**src/rtl/blu_pkg.sv**
```systemverilog
package blu_pkg;

    parameter int ADDR_W  = 32;
    parameter int DATA_W  = 32;
    parameter int IDX_W   = 7;
    parameter int SLOT_W  = 3;
    parameter int SLOT_LO = 4;
    parameter int SLOT_HI = 5;

    typedef struct packed {
        logic             valid;
        logic             side_fx;
        logic             mmio;
        logic [1:0]       lane;
        logic [IDX_W-1:0] dest;
    } blu_stage_t;

    function automatic logic slot_legal(input logic [SLOT_W-1:0] slot);
        return (int'(slot) == SLOT_LO) || (int'(slot) == SLOT_HI);
    endfunction

    function automatic logic [7:0] pick_lane(input logic [DATA_W-1:0] word,
                                             input logic [1:0] lane);
        return word[{lane, 3'b000} +: 8];
    endfunction

    function automatic logic [DATA_W-1:0] zext_byte(input logic [7:0] b);
        return {{(DATA_W-8){1'b0}}, b};
    endfunction

endpackage

```
**src/rtl/blu_issue.sv**
```systemverilog
module blu_issue
    import blu_pkg::*;
#(
    parameter logic [ADDR_W-1:0] MMIO_BASE = 32'hEFE0_0000,
    parameter int                MMIO_BITS = 21
) (
    input  logic              issue_valid,
    input  logic [SLOT_W-1:0] issue_slot,
    input  logic [ADDR_W-1:0] src_addr,
    input  logic              guard_present,
    input  logic              guard_lsb,
    input  logic [IDX_W-1:0]  dest_idx,
    input  logic              cacheable,
    output logic              mem_req,
    output logic [ADDR_W-1:0] mem_addr,
    output logic              illegal_slot,
    output blu_stage_t        entry
);
    localparam int TAG_W = ADDR_W - MMIO_BITS;

    logic slot_ok;
    logic guard_on;
    logic in_aperture;
    logic enabled;

    always_comb begin
        slot_ok     = slot_legal(issue_slot);
        guard_on    = !guard_present || guard_lsb;
        in_aperture = (src_addr[ADDR_W-1 -: TAG_W] == MMIO_BASE[ADDR_W-1 -: TAG_W]);
        enabled     = issue_valid && slot_ok && guard_on;

        illegal_slot = issue_valid && !slot_ok;
        mem_req      = enabled;
        mem_addr     = {src_addr[ADDR_W-1:2], 2'b00};

        entry.valid   = enabled;
        entry.side_fx = cacheable && !in_aperture;
        entry.mmio    = in_aperture;
        entry.lane    = src_addr[1:0];
        entry.dest    = dest_idx;
    end
endmodule

```
**src/rtl/blu_pipe.sv**
```systemverilog
module blu_pipe
    import blu_pkg::*;
#(
    parameter int DEPTH = 2
) (
    input  logic       clk,
    input  logic       rst,
    input  blu_stage_t stage_in,
    output blu_stage_t stage_out
);
    blu_stage_t st [DEPTH];

    for (genvar i = 0; i < DEPTH; i++) begin : g_stage
        if (i == 0) begin : g_head
            always_ff @(posedge clk) begin
                if (rst) st[0] <= '0;
                else     st[0] <= stage_in;
            end

            head_capture_chk: assert property (@(posedge clk) disable iff (rst)
                stage_in.valid |=> st[0].valid);
        end else begin : g_body
            always_ff @(posedge clk) begin
                if (rst) st[i] <= '0;
                else     st[i] <= st[i-1];
            end

            body_advance_chk: assert property (@(posedge clk) disable iff (rst)
                st[i].valid |-> $past(st[i-1].valid));
        end
    end

    assign stage_out = st[DEPTH-1];
endmodule

```
**src/rtl/blu_extract.sv**
```systemverilog
module blu_extract
    import blu_pkg::*;
(
    input  logic              clk,
    input  logic              rst,
    input  blu_stage_t        stage_in,
    input  logic [DATA_W-1:0] mem_rdata,
    output logic              wb_en,
    output logic [IDX_W-1:0]  wb_idx,
    output logic [DATA_W-1:0] wb_data,
    output logic              cache_upd,
    output logic              mmio_flag
);
    always_ff @(posedge clk) begin
        if (rst) begin
            wb_en     <= 1'b0;
            wb_idx    <= '0;
            wb_data   <= '0;
            cache_upd <= 1'b0;
            mmio_flag <= 1'b0;
        end else begin
            wb_en     <= stage_in.valid;
            wb_idx    <= stage_in.dest;
            wb_data   <= zext_byte(pick_lane(mem_rdata, stage_in.lane));
            cache_upd <= stage_in.valid && stage_in.side_fx;
            mmio_flag <= stage_in.valid && stage_in.mmio;
        end
    end


    wb_from_stage_chk: assert property (@(posedge clk) disable iff (rst)
        wb_en |-> $past(stage_in.valid));

    side_fx_needs_wb_chk: assert property (@(posedge clk) disable iff (rst)
        cache_upd |-> (wb_en && !mmio_flag));

    mmio_needs_wb_chk: assert property (@(posedge clk) disable iff (rst)
        mmio_flag |-> wb_en);
endmodule

```
**src/rtl/byte_load_unit.sv**
```systemverilog
module byte_load_unit
    import blu_pkg::*;
#(
    parameter int                LATENCY   = 3,
    parameter logic [ADDR_W-1:0] MMIO_BASE = 32'hEFE0_0000,
    parameter int                MMIO_BITS = 21
) (
    input  logic              clk,
    input  logic              rst,
    input  logic              issue_valid,
    input  logic [SLOT_W-1:0] issue_slot,
    input  logic [ADDR_W-1:0] src_addr,
    input  logic              guard_present,
    input  logic              guard_lsb,
    input  logic [IDX_W-1:0]  dest_idx,
    input  logic              cacheable,
    output logic              mem_req,
    output logic [ADDR_W-1:0] mem_addr,
    input  logic [DATA_W-1:0] mem_rdata,
    output logic              illegal_slot,
    output logic              wb_en,
    output logic [IDX_W-1:0]  wb_idx,
    output logic [DATA_W-1:0] wb_data,
    output logic              cache_upd,
    output logic              mmio_flag
);
    localparam int MEM_LAT = LATENCY - 1;

    blu_stage_t entry;
    blu_stage_t aligned;

    blu_issue #(
        .MMIO_BASE (MMIO_BASE),
        .MMIO_BITS (MMIO_BITS)
    ) u_issue (
        .issue_valid   (issue_valid),
        .issue_slot    (issue_slot),
        .src_addr      (src_addr),
        .guard_present (guard_present),
        .guard_lsb     (guard_lsb),
        .dest_idx      (dest_idx),
        .cacheable     (cacheable),
        .mem_req       (mem_req),
        .mem_addr      (mem_addr),
        .illegal_slot  (illegal_slot),
        .entry         (entry)
    );

    blu_pipe #(.DEPTH(MEM_LAT)) u_pipe (
        .clk       (clk),
        .rst       (rst),
        .stage_in  (entry),
        .stage_out (aligned)
    );

    blu_extract u_extract (
        .clk       (clk),
        .rst       (rst),
        .stage_in  (aligned),
        .mem_rdata (mem_rdata),
        .wb_en     (wb_en),
        .wb_idx    (wb_idx),
        .wb_data   (wb_data),
        .cache_upd (cache_upd),
        .mmio_flag (mmio_flag)
    );


    guard_off_quiet_chk: assert property (@(posedge clk) disable iff (rst)
        (issue_valid && guard_present && !guard_lsb) |-> !mem_req);

    bad_slot_quiet_chk: assert property (@(posedge clk) disable iff (rst)
        illegal_slot |-> !mem_req);

    reset_clears_chk: assert property (@(posedge clk)
        rst |=> (!wb_en && !cache_upd && !mmio_flag));
endmodule

```
**config.mk**
```make
export PLATFORM = sky130hd
export DESIGN_NAME = byte_load_unit
export DESIGN_NICKNAME = d
export VERILOG_FILES = /design/src/rtl/blu_pkg.sv /design/src/rtl/blu_issue.sv /design/src/rtl/blu_pipe.sv /design/src/rtl/blu_extract.sv /design/src/rtl/byte_load_unit.sv
export SDC_FILE = /design/constraint.sdc
export NUM_CORES = 1
export LEC_CHECK = 0
export ABC_AREA = 1
export BUFFER_PORTS_ARGS = -buffer_cell sky130_fd_sc_hd__buf_2
export CELL_PAD_IN_SITES_DETAIL_PLACEMENT = 0
export CELL_PAD_IN_SITES_GLOBAL_PLACEMENT = 1
export CORE_ASPECT_RATIO = 1.4
export CORE_UTILIZATION = 26
export CTS_CLUSTER_DIAMETER = 200
export CTS_CLUSTER_SIZE = 24
export DETAILED_ROUTE_END_ITERATION = 8
export PLACE_DENSITY_LB_ADDON = 0.1
export SLEW_MARGIN = 20
export SYNTH_ARGS = -nofsm -noshare
export SYNTH_HDL_FRONTEND = slang
export SYNTH_SLANG_ARGS = --single-unit
```
**constraint.sdc**
```tcl
create_clock -name clk -period 1.12 [get_ports clk]
set_input_delay 0.056 -clock clk [delete_from_list [all_inputs] [get_ports clk]]
set_output_delay 0.056 -clock clk [all_outputs]
set_load 0.02 [all_outputs]
```
==> impl_results.md <==
* Clock buffer depth at 2
* Status: finished clean
* Total power draw at 3140 uW
* DIE HEIGHT at 107 um
* Via density at 3.60
* Growth of design area from synthesis to finish at 20.8%
* Final antenna-violating net count at 0
* Util after Layout at 33.0%
* Static Leak at 0.00144 uW
* Top post-synthesis cells by count: inv_1, buf_4, dfxtp_1, nand2_1, nor2_1
* Largest net degree at the start of global routing at 43
* Netlist Area Pre-Place at 2050 sq um
* # fillers at 882
* Clock Tree Root: clkbuf_8
* Chip Width at 77.0 um
* R2R depth at 4
* Synth top area share at 41.0%
* Number of flops mapped to enable cells by yosys at 0
* ANT cells at 0
* Most numerous cell in the Yosys netlist: inv_1
* DP HPWL at 2890 um
* Routed Wire Length at 3890 um
* Pre-CTS setup slack at 0.200 ns
* Post-synthesis sequential area ratio at 41.0%
* Iter 0 DRT Violations at 26
* Final clock skew at 0.0134 ns
* Global route overflow at 0
* GPL Wtd Cong at 0.652
* Vias in the first global route at 1532
* Most area-consuming cells after synthesis: dfxtp_1, buf_4, inv_1
* Synth unique cells at 15
* CTS sink count at 42
* Yosys warns at 0
* Worst hold path cell count at 3
* # IOs at 156
* Worst R2R End: u_extract.wb_data[0]
* Routed WL per cell at 8.46 um
* WHS Endpoint: u_pipe.st[0][11]
* Nets at 441
* Fin crit period at 0.918 ns
* Clock-pin slew on the worst setup and hold paths at 0.09 ns
* Critical Path Fanout Max at 12
* Via count at 1653
* FMAX at 1090 MHz
* GRT Total Usage at 9.87%
* Pre-antenna DRT Iters at 4
* Clk_lat worst skew at 0.30 ns
* Setup TNS at 0 ns
* Final period utilization at 82.0%
* Initial Util at 27.3%
* Type of the worst min-delay path: input pin to flop
* Setup CP Type: flop to flop
* Register bit total from synthesis at 42
* CP Launch Type: flop
* RSZ-0062 raised after global routing: no
* Die Area at 8250 sq um
* Flop2flop setup slack at 0.20 ns
* Initial antenna violation count at 0
* CP arrival at 1.11 ns
* Max-cap check violation count at 0
* Hold Violations, Final at 0
* CTS Buf Count at 5
* Placeable core area at 7500 sq um
* Syn Area/Cell at 7.07 sq um
* Slew Viols, Final at 0
* Hold Startpoint: issue_valid
* Async set or reset register ratio after synthesis at 0%
* Post-CTS Setup Repair Bufs at 0
* Worst setup margin at 0.202 ns
* First-pass GRT wire length at 6390 um
* Share of layout cells above drive strength 1 at 29.0%
* CP required at 1.31 ns
* # H-tree levels at 2
* Power per cell area at 1270 nW/um^2
* Std-Cell Rows at 37
* Port bufs at 90
* Synth area leader: dfxtp_1
* R2r startpoint: u_pipe.st[1][7]
* CTS tree: done
* Crit end category: flop
* Top_reg_cell synth: dfxtp_1
* Final setup vio count at 0
* Remaining DRCs at 0
* Post-synthesis cell count at 290
* Max VDD drop at 0.580 mV
## where the power goes
| group | switching (uW) | internal, uW | total, uW | leakage [uW] |
|---|---|---|---|---|
| registers | 15.3 | 1560 | 1570 | 0.000346 |
| logic | 313 | 202 | 515 | 0.00104 |
| clock network | 584 | 466 | 1050 | 0.0000506 |
## metal layers
| layer | GRT usage, % | share of wire [%] | up-vias |
|---|---|---|---|
| met1 | 9.29 | 39 | 687 |
| li1 | - | - | 884 |
| met5 | 0 | 0 | - |
| met4 | 5.53 | 2.0 | 0 |
| met3 | 3.06 | 8.2 | 9 |
| met2 | 18.7 | 51 | 73 |
## timing repair
action,4_1_cts,5_1_grt
gates resized for setup,0,0
hold endpoints to repair,10,0
hold buffers,10,0
## through the flow
step | std cells | hold slack [ns] | cell area [sq um]
after floorplan | 315 | 0.163 | 2140
after detailed placement | 441 | 0.112 | 2280
after global placement | 441 | 0.112 | 2280
after global routing | 459 | 0.0303 | 2480
final | 459 | 0.0290 | 2480
after CTS | 459 | 0.0173 | 2480
## worst max-delay path, stage by stage (launching register included)
cell     delay [ns]
dfxtp_1        0.40
buf_4          0.20
nand2_1        0.07
nand3_1        0.07
a21oi_1        0.06
## state kept, by name, indices dropped and copies added, names as in the netlist
name,count
u_extract.cache_upd,1
u_extract.mmio_flag,1
u_extract.wb_data,8
u_extract.wb_en,1
u_extract.wb_idx,7
u_pipe.st,24
## kinds of logic (layout without fill, tap and decap cells)
family | after synthesis | in the layout | synth area share (%)
simple gates | 105 | 105 | 20.7
buf+inv | 134 | 181 | 36.1
compound gates | 8 | 8 | 1.95
flops | 42 | 42 | 41.0
other cells | 1 | 26 | 0.183
## worst max path at each step
stage / start / endpoint / cells past startpoint
after floorplan: u_pipe.st[1][7] / u_extract.wb_data[6] / 6
after global placement: u_pipe.st[1][7] / u_extract.wb_data[4] / 4
after detailed placement: u_pipe.st[1][7] / u_extract.wb_data[0] / 4
after CTS: u_pipe.st[1][7] / u_extract.wb_data[0] / 4
after global routing: u_pipe.st[1][7] / u_extract.wb_data[1] / 4
final: u_pipe.st[1][7] / u_extract.wb_data[0] / 4
## placed cells by master (no fill, tap or decap), types with 2 or more instances in the layout
| master | count |
|---|---|
| a21oi_1 | 8 |
| buf_2 | 90 |
| buf_4 | 3 |
| clkbuf_8 | 5 |
| conb_1 | 26 |
| dfxtp_1 | 42 |
| dlygate4sd3_1 | 10 |
| inv_1 | 68 |
| nand2_1 | 42 |
| nand2_2 | 2 |
| nand3_1 | 17 |
| nor2_1 | 42 |
## final cells by class
| type | count | area (sq um) | share of cell area, % |
|---|---|---|---|
| Sequential cell | 42 | 841 | 34.0 |
| Timing Repair Buffer | 104 | 593 | 24.0 |
| Multi-Input combinational cell | 139 | 562 | 22.7 |
| Inverter | 69 | 262 | 10.6 |
| Tap cell | 97 | 121 | 4.90 |
| Clock buffer | 5 | 68.8 | 2.78 |
| Clock inverter | 3 | 28.8 | 1.16 |
Power figures use the tool's default switching activity.
